==> src/rtl/odport_pkg.sv <==
// Package: odport_pkg
// Shared widths and constants for the open-drain port controller.
// Assumes: all pins of a port share one latch word.
package odport_pkg;
    localparam int unsigned PORT_W = 4;
    typedef logic [PORT_W-1:0] port_word_t;
    localparam port_word_t RELEASED = '1;  // latch value that turns every driver off
endpackage

==> src/rtl/odport_latch.sv <==
// Module: odport_latch
// Holds the port output latch word and updates it on a write strobe.
// Assumes: synchronous active-low reset; wr_en is a single-cycle or held strobe.
module odport_latch #(
    parameter int unsigned WIDTH = 4
) (
    input  logic             clk,
    input  logic             rst_n,
    input  logic             wr_en,
    input  logic [WIDTH-1:0] wr_data,
    output logic [WIDTH-1:0] q
);
    localparam logic [WIDTH-1:0] RESET_VAL = '1;

    // Latch update: reset to released, else capture write data.
    always_ff @(posedge clk) begin
        if (!rst_n)
            q <= RESET_VAL;
        else if (wr_en)
            q <= wr_data;
    end

    assert_reset_ones_R5: assert property (@(posedge clk)
        !rst_n |=> (q == RESET_VAL));
    assert_write_capture_R1: assert property (@(posedge clk) disable iff (!rst_n)
        wr_en |=> (q == $past(wr_data)));
    assert_hold_no_write_R10: assert property (@(posedge clk) disable iff (!rst_n)
        !wr_en |=> $stable(q));
endmodule

==> src/rtl/odport_drive.sv <==
// Module: odport_drive
// Turns latch bits into per-pin pull-down enables and applies the standby override.
// Assumes: mode inputs are synchronous levels; the override never touches the latch.
module odport_drive #(
    parameter int unsigned WIDTH = 4
) (
    input  logic [WIDTH-1:0] latch_q,
    input  logic             stop_mode,
    input  logic             watch_mode,
    input  logic             hiz_sel,
    output logic [WIDTH-1:0] pull_low,
    output logic [WIDTH-1:0] pin_data
);
    logic force_off;

    // Standby override: stop or watch mode with the pin-state select set.
    always_comb force_off = (stop_mode | watch_mode) & hiz_sel;

    // Per-pin drive: a zero latch bit pulls low unless overridden.
    for (genvar i = 0; i < WIDTH; i++) begin : g_pin
        always_comb begin
            pull_low[i] = ~latch_q[i] & ~force_off;
            pin_data[i] = 1'b0;
        end
    end
endmodule

==> src/rtl/odport_top.sv <==
// Module: odport_top
// Four-bit open-drain output port: register latch, readback and standby override.
// Assumes: synchronous active-low reset; readback is combinational and gated by rd_en.
module odport_top (
    input  logic       clk,
    input  logic       rst_n,
    input  logic       wr_en,
    input  logic [3:0] wr_data,
    input  logic       rd_en,
    output logic [3:0] rd_data,
    input  logic       stop_mode,
    input  logic       watch_mode,
    input  logic       hiz_sel,
    output logic [3:0] pull_low,
    output logic [3:0] pin_data
);
    import odport_pkg::*;

    port_word_t latch_q;

    odport_latch #(.WIDTH(PORT_W)) u_latch (
        .clk     (clk),
        .rst_n   (rst_n),
        .wr_en   (wr_en),
        .wr_data (wr_data),
        .q       (latch_q)
    );

    odport_drive #(.WIDTH(PORT_W)) u_drive (
        .latch_q    (latch_q),
        .stop_mode  (stop_mode),
        .watch_mode (watch_mode),
        .hiz_sel    (hiz_sel),
        .pull_low   (pull_low),
        .pin_data   (pin_data)
    );

    // Readback: latch contents while strobed, zero otherwise.
    always_comb rd_data = rd_en ? latch_q : '0;

    assert_standby_release_R6: assert property (@(posedge clk) disable iff (!rst_n)
        ((stop_mode || watch_mode) && hiz_sel) |-> (pull_low == '0));
    assert_follow_latch_R2: assert property (@(posedge clk) disable iff (!rst_n)
        !((stop_mode || watch_mode) && hiz_sel) |-> (pull_low == ~latch_q));
    assert_read_old_on_write_R9: assert property (@(posedge clk) disable iff (!rst_n)
        (wr_en && rd_en) |-> (rd_data == latch_q));
    assert_pin_data_zero_R3: assert property (@(posedge clk) disable iff (!rst_n)
        rd_en |-> (pin_data == '0));
endmodule

==> config.mk <==
export PLATFORM = sky130hd
export DESIGN_NAME = odport_top
export DESIGN_NICKNAME = d
export VERILOG_FILES = /design/src/rtl/odport_pkg.sv /design/src/rtl/odport_latch.sv /design/src/rtl/odport_drive.sv /design/src/rtl/odport_top.sv
export SDC_FILE = /design/constraint.sdc
export NUM_CORES = 1
export LEC_CHECK = 0
export BUFFER_PORTS_ARGS = -buffer_cell sky130_fd_sc_hd__buf_2
export CAP_MARGIN = 20
export CORE_AREA = 2 2 39 41
export CTS_CLUSTER_DIAMETER = 50
export DETAILED_ROUTE_END_ITERATION = 10
export DIE_AREA = 0 0 41 43
export HOLD_SLACK_MARGIN = 0.03
export MAX_ROUTING_LAYER = met4
export SLEW_MARGIN = 0
export SYNTH_ARGS = -nofsm -noshare
export SYNTH_HDL_FRONTEND = slang
export SYNTH_SLANG_ARGS = --single-unit
==> constraint.sdc <==
create_clock -name clk -period 0.8 [get_ports clk]
set_clock_uncertainty 0.1 [all_clocks]
set_input_delay 0.04 -clock clk [delete_from_list [all_inputs] [get_ports clk]]
set_output_delay 0.04 -clock clk [all_outputs]
set_load 0.1 [all_outputs]
# Yosys cells after proc, flatten, opt, wreduce, memory -nomap -nowiden
# Cells that the tools add are included.
# W data, S select, Z words.
[op_classes]
add_sub_neg = 0
n_mul = 0
div_mod_pow = 0
n_lt_le_gt_ge = 0
eq_ne = 0
shifts = 0
muxes = 1
bitwise_logic = 11
reduce_logical = 0
[ops]
columns = ["operator", "count"]
rows = [
  ["$and A1 B1 Y1", 5],
  ["$not A1 Y1", 5],
  ["$mux W4", 1],
  ["$or A1 B1 Y1", 1],
]
[word_totals]
reg_bits = 4
latchBits = 0
mem_bits_rw = 0
mem_bits_ro = 0
in_bits = 11
output_inout_bits = 12
word_cells = 13
mem_count = 0

# Logic depth before layout (Yosys ltp)
[depth]
ltp_word = 4
depth_mapped = 3

# Hierarchy
# From an unflattened synthesis, not the netlist that was laid out.
[hier_totals]
cells_unflattened = 27
area_unflattened_um2 = 221.5
[modules_own_cells]
columns = ["module", "instances", "cells_each", "area_each_um2", "seq_area_each_um2"]
rows = [
  ["odport_latch", 1, 13, 140.1, 80.1],
  ["odport_drive", 1, 10, 56.3, 0.0],
  ["odport_top", 1, 4, 25.0, 0.0],
]

# Least setup slack after synthesis
# OpenSTA, ideal clock, no wires.
[synth_timing]
kind = "register -> output"
from = "register u_latch.q[0]"
to = "output pull_low[0]"
arrival_ns = 1.561
setup_slack_ns = -0.901
stages_incl_launch_ff = 2
n_path_buf = 0
cell_sequence = "dfxtp_1 nor2_1"
[synth_between]
elab_chain_cells = 2
[synth_lines]
columns = ["element", "line_no", "rtl"]
rows = [
  ["start, declared", "odport_latch.sv:11", "output logic [WIDTH-1:0] q"],
  ["start signal, assigned", "odport_latch.sv:20", "q <= wr_data;"],
  ["$not A1 Y1", "odport_drive.sv:22", "pull_low[i] = ~latch_q[i] & ~force_off;"],
  ["$and A1 B1 Y1", "odport_drive.sv:22", ""],
  ["end, declared", "odport_top.sv:14", "output logic [3:0] pull_low,"],
]
# No other way between the ends.

# Final worst setup path
[layout_timing]
from = "register u_latch.q[0]"
to = "output rd_data[0]"
[layout_between]
elab_chain_cells = 1
[layout_lines]
columns = ["element", "line_no", "rtl"]
rows = [
  ["$mux W4", "odport_top.sv:39", "always_comb rd_data = rd_en ? latch_q : '0;"],
  ["end, declared", "odport_top.sv:10", "output logic [3:0] rd_data,"],
]
# No other way between the ends.

==> results.txt <==
CP Capture Type: output pin
Maximum VDD drop: 0.000473 V
Biggest register: u_latch.q
Horiz. Die Dim: 41 um
Final cell count without fillers: 63
Flop pwr share: 0.237
Hold WC Path Type: in2reg
Max Cap Viol: 0
Mux cell area share after synthesis: 0.176
RePlAce Congestion: 0.612
R2R setup slack: 0.05 ns
TritonCTS Buffers: 3
Xor/xnor share of the synthesized area: 0
Vias in the first global route: 192
Synth Instances: 27
Leading post-synthesis cells by cell area: dfxtp_1 35%, mux2i_1 18%, buf_4 13%
CP startpoint: u_latch.q[0]
CP Cell Sequence: and2_4, buf_12
Crit path required time: 0.66 ns
Routed Antenna Nets: 0
Reg2reg start: u_latch.q[1]
Final Hold Fails: 4
GRT overflow: 0
1st-iter DRT viols: 1
Post-synthesis instance area: 228 um^2
Reg clk slew, reported paths: 0.03 ns
Htree depth: 1
Via count: 237
Storage cell area: 95.1 um^2
Max Slew Vio Count: 0
Final-stage net count: 60
Core Rows: 14
Final worst-path cycle share: 1.30
RSZ-0062 raised after global routing: yes
Post-Synth Simple-Gate Area: 0.242
Gate power share: 0.508
Root buffer cell: clkbuf_4
# IOs: 23
Yosys top cell by area: dfxtp_1
Critical Path AT: 0.90 ns
DRC violations left: 0
Biggest regs: u_latch.q x4
#FFs+latches synth: 4
Worst Setup Start Kind: flip-flop
Unique masters post-synth: 9
Antenna Cells: 0
CTS Buffer Depth: 2
Port bufs: 18
Status: finished, violations left
Slowest cell on crit path: dfxtp_4
Footprint of the multi-input gates: 165 um^2
DR WL/cell: 8.57 um
Pin count of the biggest net entering global routing: 5
Reg2Reg Depth: 2
Initial Util: 0.165
Min-Delay Endpoint: u_latch.q[0]
Sw Ratio: 0.435
Fin Hold WS: -0.0685 ns
Clock power share: 0.255
PD cells: 1800 nW/um^2
Area grow syn2layout: 130%
Critical path peak fanout: 3
P_int: 532 uW
Final wirelength: 540 um
Min Tclk post-route: 1.04 ns
NetSw: 410 uW
GRT Total Usage: 0.0678
CTS tree: done
Final setup fails: 8
Sequential share of the synthesized area: 0.352
Sink Count: 4
Max reg flops: 4
Final core occ: 0.378
Worst Hold Launch: wr_data[0]
Synth Area per Inst: 8.43 um^2
Largest family of logic cells by synthesized area: simple AND/OR/NAND/NOR gates
Pre-antenna DRT Iters: 2
Clock Latency Late Sink: 0.23 ns
CP peak stage delay: 0.35 ns
P_leak: 0.000238 uW
Critical R2R Capture: u_latch.q[1]
Core Area: 1380 um^2
Crit Path Category: reg2out
Hold depth: 3
FILL cells: 135
Highest Clock Rate: 965 MHz
Setup TNS: -1.72 ns
Cts hold-fix bufs: 1
Area of the die: 1760 um^2
Share of post-route cells with drive strength above 1: 0.723
Synth top area share: 0.352
First-pass GRT wire length: 703 um
Syn. warnings: 0
Chip Height: 43 um
Synth Area in Compound Gates: 0.0330
Antenna violations before repair: 0
Final worst slack: -0.236 ns
Placed instance count: 59
Violated checks: negative hold slack, negative setup slack
Via density: 3.76
Adder-Cell Fraction of Synth Area: 0
-- timing repair --
item / 4_1_cts / 5_1_grt
endpoints found under the setup margin: 8 / 8
setup buffers: 0 / 0
pin swaps: 1 / 2
resized for setup: 1 / 3
hold endpoints to repair: 4 / 4
-- cell usage after synthesis, drive strengths merged --
cell and n:
nor2 4, conb 1, o21a 1, and2 4, mux2i 4, dfxtp 4, buf 5, nand2 4
-- power groups by stage --
stage / registers (uW) / logic [uW] / clock network, uW
6_report: 224 / 478 / 240
5_1_grt: 226 / 492 / 257
4_1_cts: 230 / 482 / 251
3_5_place_dp: 235 / 477 / 0
3_3_place_gp: 234 / 475 / 0
2_1_floorplan: 231 / 351 / 0
-- critical path: cells and delay by family (launching register included) --
family	cells	cell delay (ns)
and+or+nand+nor	1	0.15
DFF	1	0.35
buffers and inverters	1	0.16
-- layout make-up --
cell class | count | area share
clock buffer | 3 | 0.0431
tap | 16 | 0.0383
timing repair buffer | 19 | 0.421
sequential | 4 | 0.182
multi-input combinational | 21 | 0.316
-- cells by family (layout without fill, tap and decap cells) --
| kind of cell | count (synthesis) | after routing |
|---|---|---|
| mux | 4 | 4 |
| other cells | 1 | 4 |
| simple gates | 12 | 12 |
| buf+inv | 5 | 22 |
| flops | 4 | 4 |
| compound gates | 1 | 1 |
-- metrics by stage --
stage | total power, uW | hold slack, ns | setup slack, ns | area [um^2]
after floorplan | 582 | 0.00190 | -0.126 | 292
after global placement | 709 | 0.140 | -0.0443 | 480
after detailed placement | 712 | 0.150 | -0.0552 | 480
after CTS | 964 | -0.0717 | -0.257 | 515
after global routing | 975 | -0.0595 | -0.259 | 523
final | 942 | -0.0685 | -0.236 | 523
-- metal layers --
metal	vias to the layer above	GRT usage	routed length, um
met2	16	0.113	306
met4	0	0.0600	0
met3	0	0.0314	55
met1	102	0.0481	178
met5	-	-	0
li1	119	-	-
-- cell usage in the layout (no fill, tap or decap) --
| cell type | instances |
|---|---|
| buf_2 | 10 |
| nor2_4 | 4 |
| o21a_4 | 1 |
| clkbuf_4 | 3 |
| dfxtp_4 | 4 |
| mux2i_1 | 4 |
| buf_12 | 8 |
| dlygate4sd3_1 | 1 |
| nand2_1 | 4 |
| conb_1 | 4 |
| and2_4 | 4 |
-- worst max-delay path by stage --
stage | end | slack (ns) | depth (start not counted)
after global routing | rd_data[0] | -0.26 | 2
after global placement | pull_low[3] | -0.04 | 4
after CTS | rd_data[1] | -0.26 | 2
final | rd_data[0] | -0.24 | 2
after floorplan | pull_low[0] | -0.13 | 1
after detailed placement | pull_low[3] | -0.06 | 4
Power figures use the tool's default switching activity.
